File: config.mk
export PLATFORM = sky130hd
export DESIGN_NAME = spawn_dispatch
export DESIGN_NICKNAME = d
export VERILOG_FILES = /design/src/rtl/spawn_dispatch.sv
export SDC_FILE = /design/constraint.sdc
export NUM_CORES = 1
export LEC_CHECK = 0
export ABC_AREA = 1
export BUFFER_PORTS_ARGS = -buffer_cell sky130_fd_sc_hd__clkbuf_2
export CORE_MARGIN = 2
export CORE_UTILIZATION = 40
export DETAILED_ROUTE_END_ITERATION = 12
export SYNTH_ARGS = -nofsm -noshare
export SYNTH_HDL_FRONTEND = slang
export SYNTH_SLANG_ARGS = --single-unit
File: constraint.sdc
create_clock -name clk -period 7.5 [get_ports clk]
set_input_delay 1.5 -clock clk [delete_from_list [all_inputs] [get_ports clk]]
set_output_delay 1.5 -clock clk [all_outputs]
set_load 0.005 [all_outputs]
File: src/rtl/spawn_dispatch.sv
module spawn_dispatch #(
  parameter int NU  = 4,
  parameter int IDW = 8
) (
  input  logic            clk,
  input  logic            rst_n,
  input  logic            spawn_req,
  input  logic [IDW-1:0]  spawn_count,
  input  logic            wr_pending,
  input  logic [NU-1:0]   unit_req,
  output logic [NU-1:0]   unit_active,
  output logic [NU-1:0]   grant_vld,
  output logic [NU*IDW-1:0] grant_id,
  output logic            serial_mode,
  output logic            join_wait
);
  localparam int CW = IDW + 1;

  typedef enum logic [1:0] {S_SER, S_HOLD, S_PAR, S_DRAIN} st_t;

  st_t            st;
  logic [IDW-1:0] n_q;
  logic [CW-1:0]  ctr;
  logic [NU-1:0]  joined;
  logic [CW-1:0]  cand [NU];
  logic [CW-1:0]  nreq;

  wire            launch = ((st == S_SER && spawn_req) || st == S_HOLD) && !wr_pending;
  wire [IDW-1:0]  n_sel  = (st == S_SER) ? spawn_count : n_q;

  assign serial_mode = (st == S_SER) || (st == S_HOLD);
  assign join_wait   = (st == S_DRAIN);
  assign unit_active = serial_mode ? NU'(1) : ((st == S_PAR) ? ~joined : '0);

  always_comb begin
    nreq = '0;
    for (int i = 0; i < NU; i++) begin
      cand[i] = ctr + nreq;
      if (unit_req[i] && !joined[i]) nreq = nreq + 1'b1;
    end
  end

  always_ff @(posedge clk) begin
    if (!rst_n) begin
      st        <= S_SER;
      n_q       <= '0;
      ctr       <= '0;
      joined    <= '0;
      grant_vld <= '0;
      grant_id  <= '0;
    end else begin
      grant_vld <= '0;
      case (st)
        S_SER: if (spawn_req) begin
          n_q <= spawn_count;
          if (wr_pending) st <= S_HOLD;
        end
        S_PAR: begin
          for (int i = 0; i < NU; i++) begin
            if (unit_req[i] && !joined[i]) begin
              if (cand[i] < {1'b0, n_q}) begin
                grant_vld[i]             <= 1'b1;
                grant_id[i*IDW +: IDW]   <= cand[i][IDW-1:0];
              end else begin
                joined[i] <= 1'b1;
              end
            end
          end
          ctr <= ctr + nreq;
          if (&joined) st <= S_DRAIN;
        end
        S_DRAIN: if (!wr_pending) st <= S_SER;
        default: ;
      endcase
      if (launch) begin
        st  <= S_PAR;
        ctr <= CW'(NU);
        for (int i = 0; i < NU; i++) begin
          grant_id[i*IDW +: IDW] <= IDW'(i);
          grant_vld[i]           <= (CW'(i) < {1'b0, n_sel});
          joined[i]              <= !(CW'(i) < {1'b0, n_sel});
        end
      end
    end
  end


  serial_one_unit_chk: assert property (@(posedge clk) disable iff (!rst_n)
    serial_mode |-> (unit_active == NU'(1) && grant_vld == '0));


  resume_after_drain_chk: assert property (@(posedge clk) disable iff (!rst_n)
    $rose(serial_mode) |-> (!$past(wr_pending) && $past(join_wait)));


  launch_clean_chk: assert property (@(posedge clk) disable iff (!rst_n)
    $fell(serial_mode) |-> !$past(wr_pending));


  drain_hold_chk: assert property (@(posedge clk) disable iff (!rst_n)
    (join_wait && wr_pending) |=> !serial_mode);

  generate
    for (genvar g = 0; g < NU; g++) begin : g_unit_chk

      id_below_n_chk: assert property (@(posedge clk) disable iff (!rst_n)
        grant_vld[g] |-> (grant_id[g*IDW +: IDW] < n_q));

      joined_stays_chk: assert property (@(posedge clk) disable iff (!rst_n)
        (st == S_PAR && !unit_active[g]) |=> !unit_active[g]);
    end
  endgenerate
endmodule

# Yosys cells after proc, flatten, opt, wreduce, memory -nomap -nowiden
# Index checks and enable logic that the tools add are counted.
dict set report word_totals {
  wordCells 138
  regBits 59
  output_inout_bits 42
}
dict set report classes {
  eq_ne 15
  reduce_logical 44
  n_addsub 7
  n_bitwise 2
  muxes 45
  n_lt_le_gt_ge 8
}
# cell count
set op_table {}
lappend op_table {{$mux 8} 7}
lappend op_table {{$mux 26} 2}
lappend op_table {{$lt 9x8->1} 4}
lappend op_table {{$reduce_and 3->1} 11}
lappend op_table {{$add 9x1->9 const B} 3}
lappend op_table {{$add 9x9->9} 3}
lappend op_table {{$mux 9} 3}
lappend op_table {{$mux 4} 6}
lappend op_table {{$mux 1} 17}
lappend op_table {{$lt 1x8->1 const A} 2}
lappend op_table {{$lt 2x8->1 const A} 2}
lappend op_table {{$reduce_bool 2->1} 8}
lappend op_table {{$mux 2} 7}
lappend op_table {{$ne 2x2->1 const B} 7}
lappend op_table {{$reduce_and 5->1} 2}
lappend op_table {{$add 9x1->9} 1}
lappend op_table {{$logic_not 1->1} 9}
lappend op_table {{$logic_and 1x1->1} 6}
lappend op_table {{$mux 3} 2}
lappend op_table {{$ne 3x2->1 const B} 2}
lappend op_table {{$ne 3x3->1 const B} 2}
lappend op_table {{$pmux 2 s3} 1}
lappend op_table {{$eq 2x2->1 const B} 2}
lappend op_table {{$not 4->4} 1}
lappend op_table {{other kinds (10)} 11}

# Depth between registers and ports, before layout
dict set report depth {
  ltp_word 13
  mapped_depth 28
}

# Least setup slack after synthesis
# No wires, ideal clock.
dict set report synth_timing {
  path_type {input port to flip-flop}
  from {input port unit_req[0]}
  to {register grant_id[30]}
  slack_ps 3116
  setup_ps 117
  arrival_time_ps 4268
  stages 20
  path_cell_list {nand2_2 -> ha_1 -> nand2_1 -> nand2_1 -> inv_1 -> ha_1 -> inv_1 -> fa_1 -> o21ai_4 -> xor2_1 -> inv_1 -> ha_1 -> a21oi_1 -> o21a_1 -> nor2_1 -> nor2_2 -> nand3_2 -> buf_6 -> o21ai_1 -> a21oi_1}
}
# item line
set synth_rtl {}
lappend synth_rtl {{from (decl)} 10} ;# input logic [NU-1:0] unit_req,
lappend synth_rtl {{to (signal, indexed assignment)} 63} ;# grant_id[i*IDW +: IDW] <= cand[i][IDW-1:0];
lappend synth_rtl {{to (signal, indexed assignment)} 79} ;# grant_id[i*IDW +: IDW] <= IDW'(i);
lappend synth_rtl {{to (decl)} 13} ;# output logic [NU*IDW-1:0] grant_id,

==> impl_metrics.csv <==
group,metric,value,unit
outcome,status,"complete, no violations",
finish,nFillCells,995,
floorplanning,initial_core_util,40.7,%
synth,synthMuxAreaShare,0,%
setup_path,worstPathMaxFanout,14,
detailed_routing,wire_per_inst,14.3,µm
grt,grt_pass1_wl,16.7,mm
clock_tree,cts_tree,"yes",
floorplanning,core_area,9640,µm²
placement,place_ws,2600,ps
floorplanning,dieArea,10600,µm²
synth,synth_enable_flop_cells,0,
sta,finClkSkew,11.1,ps
synth,synth-seq-cells,59,
detailed_routing,drt_iter0_markers,163,
clock_tree,cts_root_buffer,"clkbuf_8",
synth,synth-compound-area-share,19.1,%
synth,synth-adder-area-share,15.7,%
hold_path,min_path_type,"reg -> reg",
finish,final_common_cell,"nand2_1",
clock_tree,clockBufferDepth,2,
clock_tree,clk_latency,340,ps
floorplanning,num_io_pins,58,
synth,syn_area_per_cell,7.48,µm²
finish,mostFrequentLayoutCells,"86 x nand2_1, 74 x inv_1, 74 x a21oi_1",
sta,max_freq,0.219,GHz
clock_tree,cts_sinks,59,
setup_path,worstRegToRegCells,19,
sta,final_max_slew_viol_count,0,
grt,grt_pass1_vias,3369,
sta,timing.final.crit_period,4560,ps
clock_tree,holdBufCountCts,0,
synth,async_flop_share,0,%
setup_path,cp.required,7720,ps
floorplanning,die_w,103,µm
flow_run,max_cap_viol_count,0,
setup_path,r2r-end,"grant_id[27]",
finish,drive_gt1_share,17.1,%
clock_tree,path_clk_slew,60,ps
finish,nets,644,
hold_path,hold_path_depth,2,
synth,synth_cell_types,42,
pwr,power.static_leakage,2.15,nW
synth,syn_inst,524,
sta,tns,0,ps
grt,grt_overflow_total,0,
sta,rsz0062_at_grt,"false",
pwr,ir_drop,0.000133,V
grt,grt.total_usage,20.7,%
finish,antennaDiodeCount,0,
pwr,powerDensity,307,nW/µm²
synth,yosys.area_share.simple,20.5,%
placement,dpl.hpwl,8.08,mm
setup_path,r2r-start,"joined[0]",
detailed_routing,drc_errors,0,
sta,worstMarginPinSlew,691,ps
hold_path,hold_end,"grant_id[31]",
setup_path,r2r_slack,3760,ps
sta,finalHoldViolCount,0,
clock_tree,htree_levels,3,
floorplanning,die_y,103,µm
grt,grt_max_degree,29,
setup_path,cp_data_arrival_time,4770,ps
clock_tree,numCtsBuffers,9,
finish,syn2layout_area_growth,15.5,%
synth,ys.flop_type,"dfxtp_1",
setup_path,critPathKind,"in -> reg",
sta,fin_ws,2940,ps
setup_path,cp-start-kind,"input port",
grt,grt_antenna_before_repair,0,
hold_path,hp-start,"grant_id[31]",
sta,fin_crit_sh,60.7,%
synth,synth-xor-area-share,4.91,%
detailed_routing,vias,3616,
synth,syn_nets,588,
synth,yosysSeqAreaShare,30.1,%
detailed_routing,via_per_inst,5.04,
floorplanning,rows,36,
sta,setup_viol,0,
setup_path,end_kind,"flip-flop",
detailed_routing,wl,10.3,mm
synth,synth_top_family_by_area,"simple AND/OR/NAND/NOR gates",
placement,place_congestion,0.935,
detailed_routing,drtAntennaViolNets,0,
placement,placement.io_buffers,57,
detailed_routing,dr.pass1.iters,5,
clock_tree,cts_resized,0,
sta,slew_headroom,53.8,%
synth,ys_warn_count,0,
synth,synthesis.area,3920,µm²
clock_tree,post-cts-setup-buffers,0,
-- worst max-delay path by stage --
stage,startpoint,to
after floorplan,unit_req[0],grant_id[30]
after global placement,unit_req[0],grant_id[26]
after detailed placement,unit_req[0],grant_id[26]
after CTS,unit_req[0],grant_id[27]
after global routing,unit_req[0],grant_id[24]
final,unit_req[0],grant_id[27]
-- kinds of logic (layout without fill, tap and decap cells) --
kind of cell,Yosys count,in the layout
and+or+nand+nor,168,168
AOI/OAI and AO/OA,137,137
buffers and inverters,89,150
DFF,59,59
adders and majority gates,48,48
xor gates and xnor gates,22,22
other,1,1
-- registers in the layout, summed over array words and instances, names as in the netlist --
register / cells
ctr: 9
grant_id: 32
grant_vld: 4
joined: 4
n_q: 8
st: 2
-- cells in the mapped netlist (all sizes together), types with 2 or more instances --
master | number | area (µm²)
xor2 | 20 | 175
or2 | 2 | 12.5
nand2 | 93 | 367
buf | 9 | 73.8
fa | 2 | 40.0
nand4 | 15 | 100
ha | 46 | 576
a21oi | 75 | 379
clkbuf | 3 | 11.3
o21a | 2 | 15.0
o2111ai | 2 | 17.5
nand3b | 2 | 15.0
o21ai | 49 | 275
nand3 | 15 | 97.6
o22ai | 2 | 12.5
inv | 77 | 289
nor3 | 5 | 36.3
a31oi | 3 | 18.8
dfxtp | 59 | 1180
nor2 | 35 | 170
xnor2 | 2 | 17.5
-- routing by layer --
metal | vias to the layer above | share of wire (%) | track usage, %
met5 | - | 0 | 0
met1 | 1633 | 46 | 27.1
met2 | 97 | 46 | 33.5
met4 | 0 | 3.0 | 8.50
met3 | 19 | 4.8 | 4.07
li1 | 1867 | - | -
-- worst max-delay path: stages --
cell and delay [ps]:
clkbuf_2 100, nand2_2 100, ha_1 340, nand2_1 100, nand2_1 80, inv_1 80
ha_1 170, inv_1 60, fa_1 440, o21ai_4 210, nand2_1 80, xor2_1 190
ha_1 290, a21oi_1 140, o2111ai_1 140, nor2_2 190, nand3_2 260, o21ai_0 250
a21oi_1 50
-- cell type report --
| cell class | instances | area (µm²) | area share, % |
|---|---|---|---|
| Inverter | 77 | 289 | 6.38 |
| Clock buffer | 11 | 141 | 3.12 |
| Tap cell | 133 | 166 | 3.67 |
| Timing Repair Buffer | 57 | 285 | 6.30 |
| Clock inverter | 5 | 100 | 2.21 |
| Multi-Input combinational cell | 376 | 2370 | 52.2 |
| Sequential cell | 59 | 1180 | 26.1 |
-- metrics by stage --
step	util (%)	std cells	total power, W	cell area [µm²]	hold slack, ps
after floorplan	-	524	0.000871	3920	437
after global placement	44.5	702	0.00102	4290	432
after detailed placement	44.5	702	0.00104	4290	437
after CTS	47.0	718	0.00140	4530	447
after global routing	47.0	718	0.00151	4530	469
final	47.0	718	0.00139	4530	441
-- power by group --
part	total, W	leakage, nW	switching (W)	internal (W)
clock network	0.000359	0.123	0.000130	0.000229
logic	0.000615	1.54	0.000394	0.000221
registers	0.000418	0.481	0.0000466	0.000371
total	0.00139	2.15	0.000570	0.000821
Power figures use the tool's default switching activity.
